**src/rtl/bwin_pkg.sv**
```systemverilog
package bwin_pkg;
    localparam int DATA_W = 64;
    localparam int NWIN   = 4;
    localparam int SLOT_W = $clog2(NWIN);

    localparam int IDX_WBASE = 0;
    localparam int IDX_WMASK = IDX_WBASE + NWIN;
    localparam int IDX_XBASE = IDX_WMASK + NWIN;
    localparam int IDX_CTRL  = IDX_XBASE + NWIN;
    localparam int IDX_INVAL = 19;

    localparam logic [DATA_W-1:0] CTRL_RST = 64'h0000_0021_0010_0000;

    typedef enum logic [2:0] {
        TGT_WBASE,
        TGT_WMASK,
        TGT_XBASE,
        TGT_CTRL,
        TGT_INVAL,
        TGT_BAD
    } tgt_e;

    typedef struct packed {
        tgt_e              tgt;
        logic [SLOT_W-1:0] slot;
    } dec_t;

    typedef enum logic {
        ST_IDLE,
        ST_RESP
    } state_e;
endpackage

```
**src/rtl/bwin_decode.sv**
```systemverilog
module bwin_decode
    import bwin_pkg::*;
#(
    parameter int               ADDR_W = 32,
    parameter logic [ADDR_W-1:0] BASE  = 32'h0001_0000
) (
    input  logic [ADDR_W-1:0] addr,
    output dec_t              dec
);
    localparam int SLOT_SHIFT = 6;

    logic [ADDR_W-1:0] offset;
    logic [ADDR_W-1:0] idx;
    logic              below;

    always_comb begin
        below  = addr < BASE;
        offset = addr - BASE;
        idx    = offset >> SLOT_SHIFT;
        dec.slot = idx[SLOT_W-1:0];
        dec.tgt  = TGT_BAD;
        if (!below) begin
            if (idx < ADDR_W'(IDX_WMASK))
                dec.tgt = TGT_WBASE;
            else if (idx < ADDR_W'(IDX_XBASE))
                dec.tgt = TGT_WMASK;
            else if (idx < ADDR_W'(IDX_CTRL))
                dec.tgt = TGT_XBASE;
            else if (idx == ADDR_W'(IDX_CTRL))
                dec.tgt = TGT_CTRL;
            else if (idx == ADDR_W'(IDX_INVAL))
                dec.tgt = TGT_INVAL;
        end
    end
endmodule

```
**src/rtl/bwin_store.sv**
```systemverilog
module bwin_store
    import bwin_pkg::*;
(
    input  logic                        clk,
    input  logic                        rst_n,
    input  logic                        wr_en,
    input  dec_t                        dec,
    input  logic [DATA_W-1:0]           wdata,
    output logic [NWIN-1:0][DATA_W-1:0] wbase_q,
    output logic [NWIN-1:0][DATA_W-1:0] wmask_q,
    output logic [NWIN-1:0][DATA_W-1:0] xbase_q,
    output logic [DATA_W-1:0]           ctrl_q,
    output logic [DATA_W-1:0]           rd_data
);
    for (genvar g = 0; g < NWIN; g++) begin : g_win
        logic hit;
        assign hit = wr_en && (dec.slot == SLOT_W'(g));

        always_ff @(posedge clk) begin
            if (!rst_n) begin
                wbase_q[g] <= '0;
                wmask_q[g] <= '0;
                xbase_q[g] <= '0;
            end else if (hit) begin
                if (dec.tgt == TGT_WBASE) wbase_q[g] <= wdata;
                if (dec.tgt == TGT_WMASK) wmask_q[g] <= wdata;
                if (dec.tgt == TGT_XBASE) xbase_q[g] <= wdata;
            end
        end
    end

    always_ff @(posedge clk) begin
        if (!rst_n)
            ctrl_q <= CTRL_RST;
        else if (wr_en && dec.tgt == TGT_CTRL)
            ctrl_q <= wdata;
    end

    always_comb begin
        unique case (dec.tgt)
            TGT_WBASE: rd_data = wbase_q[dec.slot];
            TGT_WMASK: rd_data = wmask_q[dec.slot];
            TGT_XBASE: rd_data = xbase_q[dec.slot];
            TGT_CTRL:  rd_data = ctrl_q;
            default:   rd_data = '0;
        endcase
    end
endmodule

```
**src/rtl/bwin_fsm.sv**
```systemverilog
module bwin_fsm
    import bwin_pkg::*;
(
    input  logic clk,
    input  logic rst_n,
    input  logic req_valid,
    output logic req_ready,
    output logic accept,
    output logic rsp_valid
);
    state_e state_q, state_d;

    always_ff @(posedge clk) begin
        if (!rst_n) state_q <= ST_IDLE;
        else        state_q <= state_d;
    end

    always_comb begin
        state_d   = state_q;
        req_ready = 1'b0;
        rsp_valid = 1'b0;
        accept    = 1'b0;
        unique case (state_q)
            ST_IDLE: begin
                req_ready = 1'b1;
                accept    = req_valid;
                if (req_valid) state_d = ST_RESP;
            end
            ST_RESP: begin
                rsp_valid = 1'b1;
                state_d   = ST_IDLE;
            end
            default: state_d = ST_IDLE;
        endcase
    end
endmodule

```
**src/rtl/bwin_bank.sv**
```systemverilog
module bwin_bank
    import bwin_pkg::*;
#(
    parameter int                ADDR_W = 32,
    parameter logic [ADDR_W-1:0] BASE   = 32'h0001_0000
) (
    input  logic                     clk,
    input  logic                     rst_n,
    input  logic                     req_valid,
    output logic                     req_ready,
    input  logic [ADDR_W-1:0]        req_addr,
    input  logic                     req_write,
    input  logic [1:0]               req_size,
    input  logic [DATA_W-1:0]        req_wdata,
    output logic                     rsp_valid,
    output logic [DATA_W-1:0]        rsp_rdata,
    output logic                     rsp_err,
    output logic [NWIN*DATA_W-1:0]   win_base_o,
    output logic [NWIN*DATA_W-1:0]   win_mask_o,
    output logic [NWIN*DATA_W-1:0]   xlat_base_o,
    output logic [DATA_W-1:0]        ctrl_o
);
    localparam logic [1:0] SIZE_FULL = 2'd3;

    dec_t                        dec;
    logic                        accept;
    logic                        bad;
    logic                        wr_en;
    logic [DATA_W-1:0]           rd_data;
    logic [NWIN-1:0][DATA_W-1:0] wbase_q, wmask_q, xbase_q;
    logic [DATA_W-1:0]           ctrl_q;

    bwin_decode #(.ADDR_W(ADDR_W), .BASE(BASE)) u_dec (
        .addr (req_addr),
        .dec  (dec)
    );

    bwin_fsm u_fsm (
        .clk       (clk),
        .rst_n     (rst_n),
        .req_valid (req_valid),
        .req_ready (req_ready),
        .accept    (accept),
        .rsp_valid (rsp_valid)
    );

    assign bad   = (dec.tgt == TGT_BAD) || (req_size != SIZE_FULL);
    assign wr_en = accept && req_write && !bad;

    bwin_store u_store (
        .clk     (clk),
        .rst_n   (rst_n),
        .wr_en   (wr_en),
        .dec     (dec),
        .wdata   (req_wdata),
        .wbase_q (wbase_q),
        .wmask_q (wmask_q),
        .xbase_q (xbase_q),
        .ctrl_q  (ctrl_q),
        .rd_data (rd_data)
    );

    always_ff @(posedge clk) begin
        if (!rst_n) begin
            rsp_err   <= 1'b0;
            rsp_rdata <= '0;
        end else if (accept) begin
            rsp_err   <= bad;
            rsp_rdata <= (bad || req_write) ? '0 : rd_data;
        end
    end

    assign win_base_o  = wbase_q;
    assign win_mask_o  = wmask_q;
    assign xlat_base_o = xbase_q;
    assign ctrl_o      = ctrl_q;
endmodule

```
**config.mk**
```make
export PLATFORM = sky130hd
export DESIGN_NAME = bwin_bank
export DESIGN_NICKNAME = d
export VERILOG_FILES = /design/src/rtl/bwin_pkg.sv /design/src/rtl/bwin_decode.sv /design/src/rtl/bwin_store.sv /design/src/rtl/bwin_fsm.sv /design/src/rtl/bwin_bank.sv
export SDC_FILE = /design/constraint.sdc
export NUM_CORES = 2
export LEC_CHECK = 0
export BUFFER_PORTS_ARGS = -buffer_cell sky130_fd_sc_hd__buf_2
export CAP_MARGIN = 20
export CORE_AREA = 2 2 392 394
export DETAILED_ROUTE_END_ITERATION = 7
export DIE_AREA = 0 0 394 396
export GPL_TIMING_DRIVEN = 0
export PLACE_DENSITY = 0.53
export SLEW_MARGIN = 20
export SYNTH_ARGS = -nofsm -noshare
export SYNTH_HDL_FRONTEND = slang
export SYNTH_SLANG_ARGS = --single-unit
```
**constraint.sdc**
```tcl
create_clock -name clk -period 2.16 [get_ports clk]
set_input_delay 0.108 -clock clk [delete_from_list [all_inputs] [get_ports clk]]
set_output_delay 0.108 -clock clk [all_outputs]
set_load 0.01 [all_outputs]
```
==> reports/metrics.yaml <==
status: "finished with violations"
violations_in_the_final_reports: "negative setup slack"
initial_core_util: 0.245
postSynth.topFlopCell: "sky130_fd_sc_hd__dfxtp_1"
total_power_draw_mw: 37.4
timing.critical_path.cells: "buf_2 > clkbuf_8 > clkbuf_2 > buf_16 > buf_4 > mux2i_2 > nor2_1 > a221oi_1 > o21ai_0"
grt_pass1_vias: 36629
route.vias.total: 39429
grt_antenna_before_repair: 14
clock_slew_at_the_register_clock_pins_of_the_worst_setup_and_hold_paths_ns: 0.06
worstHoldStart: "req_addr[9]"
post_synthesis_mean_instance_area_um2: 9.29
worst_supply_voltage_drop_on_vdd_v: 0.000616
worstSetupStartpointType: "input pin"
cp_data_arrival_time_ns: 2.85
vias_per_cell: 5.38
timing_worst_slew_pin_value_ns: 1.12
placedInstanceArea_um2: 44900
yosysMostFrequentCell: "sky130_fd_sc_hd__dfxtp_1"
ios: 1001
ctsHtreeMaxLevel: 3
syn_area_um2: 37200
clock_tree.buffer_depth: 3
totalWireLength_um: 252000
insertion_delay_ns: 0.76
slowest_stage: "sky130_fd_sc_hd__mux2i_2"
synth_async_sr_flop_share: 0
leakagePower_nw: 20.3
timing.rr.start: "u_fsm.state_q"
largest_stage_delay_on_the_critical_path_ns: 0.61
route.antenna.remaining_nets: 0
worst_r2r_endpoint: "u_store.wmask_q[155]"
edff_count_synth: 0
dieWidth_um: 394
distinct_cell_type_count_after_synthesis: 47
finalInstanceArea_um2: 50200
timing.hold.ws_ns: 0.0922
worst_case_setup_slack_after_placement_ns: -2.29
drive_above_1_share: 0.340
firstDrtPassIters: 5
drv_cap: 0
cts_tree: "done"
drt-wirelength-per-cell_um: 34.4
grt_setup_unrepaired: "true"
timing.slew.headroom: 0.255
dr.first_iter.drc_count: 4300
timing.critical_path.to_type: "register"
setup_slack_ns: -0.0994
worst_path_required_ns: 2.75
core_um2: 152000
number_of_pins_exceeding_their_max_slew_limit_in_the_final_report: 0
synthTopCellsByArea: "sky130_fd_sc_hd__dfxtp_1 48%, sky130_fd_sc_hd__mux4_2 10%, sky130_fd_sc_hd__nand2_1 7.6%"
placement_rows: 143
final_net_count: 5313
hold_violations: 0
timing.fmax_ghz: 0.443
worst_setup_path_startpoint: "req_addr[7]"
finalCritPeriodShare: 1.05
grt_pass1_wl_um: 329000
timing.final.crit_period_ns: 2.26
power_per_cell_area_nw_per_um2: 746
cts_root_buffer: "sky130_fd_sc_hd__clkbuf_16"
synth-warning-count: 0
seq_area_frac_synth: 0.483
grt_max_degree: 16
min_delay_worst_endpoint: "rsp_rdata[24]"
place_hpwl_um: 198000
cts_buffers: 103
worst-path-max-fanout: 10
grt-ovfl-total: 0
clkSinkCount: 898
worst_hold_path.num_cells: 4
fin_worst_skew_ns: 0.0430
synth_nets: 4107
setup_viol: 10
netlist.area_leader.share: 0.483
yosys_register_bits: 898
fp.dieArea_um2: 156000
ys_top_cells_by_count: "898 x sky130_fd_sc_hd__dfxtp_1, 751 x sky130_fd_sc_hd__nand2_1, 517 x sky130_fd_sc_hd__nand3_1"
syn-instance-count: 4005
place_congestion: 0.967
timing.hold.worst.class: "in2reg"
yosysTopAreaCell: "sky130_fd_sc_hd__dfxtp_1"
timing_worst_setup_path_type: "in2reg"
drc: 0
numPortBuffers: 991
grt_use_total: 0.307
area_delta_synth_final_pct: 34.9
die_height_um: 396
timing.reg2reg.worst_path_depth: 10
setup.reg_to_reg.worst_slack_ns: 0.08
[metal layers]
layer / track usage / up-vias / part of all wire / wire length [µm]
met5: 0 / - / 0.000056 / 14
met4: 0.131 / 2 / 0.051 / 12900
met3: 0.112 / 498 / 0.11 / 28900
met2: 0.475 / 2454 / 0.44 / 111000
met1: 0.384 / 19764 / 0.40 / 99800
li1: - / 16711 / - / -
[power by group]
part,total [mW],leakage (nW),internal (mW),switching [mW]
logic,2.27,11.4,0.495,1.78
registers,16.6,7.23,16.6,0.00125
clock network,18.6,1.72,10.6,7.97
total,37.4,20.3,27.7,9.74
[cell type report]
cell class              count  area (µm²)
flip-flops and latches    898       18000
diodes                      8        20.0
well taps                2030        2540
fillers                 15876      101000
clock inverters            38         508
inverters                  32         120
plain buffers             373        2660
repair buffers           1103        6090
multi-input cells        2700       17300
clock buffers             151        3000
[logic make-up (layout without fill, tap and decap cells)]
family / count (synthesis) / after routing / synth area share
mux: 208 / 208 / 0.113
flops: 898 / 898 / 0.483
compound gates: 1039 / 1039 / 0.162
buf+inv: 407 / 1697 / 0.0658
simple gates: 1453 / 1453 / 0.177
other cells: 0 / 8 / 0
[layout by cell type, fill, tap and decap left out, drive strengths merged, types with 4 or more instances in the layout]
cell type | synthesis | routed
a211oi | 48 | 48
a21oi | 346 | 346
a221oi | 36 | 36
a2bb2oi | 25 | 25
and3 | 5 | 5
and4 | 4 | 4
buf | 237 | 1251
bufinv | 0 | 8
clkbuf | 138 | 296
clkinv | 1 | 22
dfxtp | 898 | 898
diode | 0 | 8
dlygate4sd3 | 0 | 78
inv | 31 | 37
mux2i | 39 | 39
mux4 | 168 | 168
nand2 | 751 | 751
nand3 | 521 | 521
nand4 | 6 | 6
nand4b | 5 | 5
nor2 | 67 | 67
nor2b | 49 | 49
nor4 | 29 | 29
o21ai | 577 | 577
[repair_timing]
action,in CTS,in global routing
resized for setup,126,119
hold buffers,78,0
pin swaps,7,4
setup buffers,12,7
setup endpoints to repair,897,401
cloned,1,3
endpoints found under the hold margin,533,0
[through the flow]
stage	cells	TNS [ns]	util
2_1_floorplan	4005	0	-
3_3_place_gp	7026	-1033.10	0.295
3_5_place_dp	7037	-850.73	0.296
4_1_cts	7316	-0.0115	0.328
5_1_grt	7325	-0.0671	0.331
6_report	7333	-0.200	0.331
[flip-flops by register name, summed over array words and instances (netlist names)]
name and count:
rsp_rdata 64, u_fsm.state_q 1, u_store.wbase_q 256, rsp_err 1, u_store.xbase_q 256, u_store.wmask_q 256
u_store.ctrl_q 64
[how the worst max path moves through the flow]
| stage | cells past startpoint | endpoint | slack, ns |
|---|---|---|---|
| floorplan | 7 | u_store.xbase_q[195] | 0.13 |
| global placement | 8 | rsp_rdata[32] | -3.24 |
| detailed placement | 9 | rsp_rdata[42] | -2.29 |
| CTS | 10 | u_store.wmask_q[121] | -0.005 |
| global route | 8 | rsp_rdata[42] | -0.02 |
| finish | 9 | rsp_rdata[35] | -0.1 |
[worst max-delay path, delay by kind of cell]
kind                   cells  cell delay, ns
multiplexers               1            0.61
AND/OR/NAND/NOR            1            0.14
buffers and inverters      5            1.58
AO/OA/AOI/OAI              2            0.35
No activity file was read; power rests on OpenSTA's default activity.
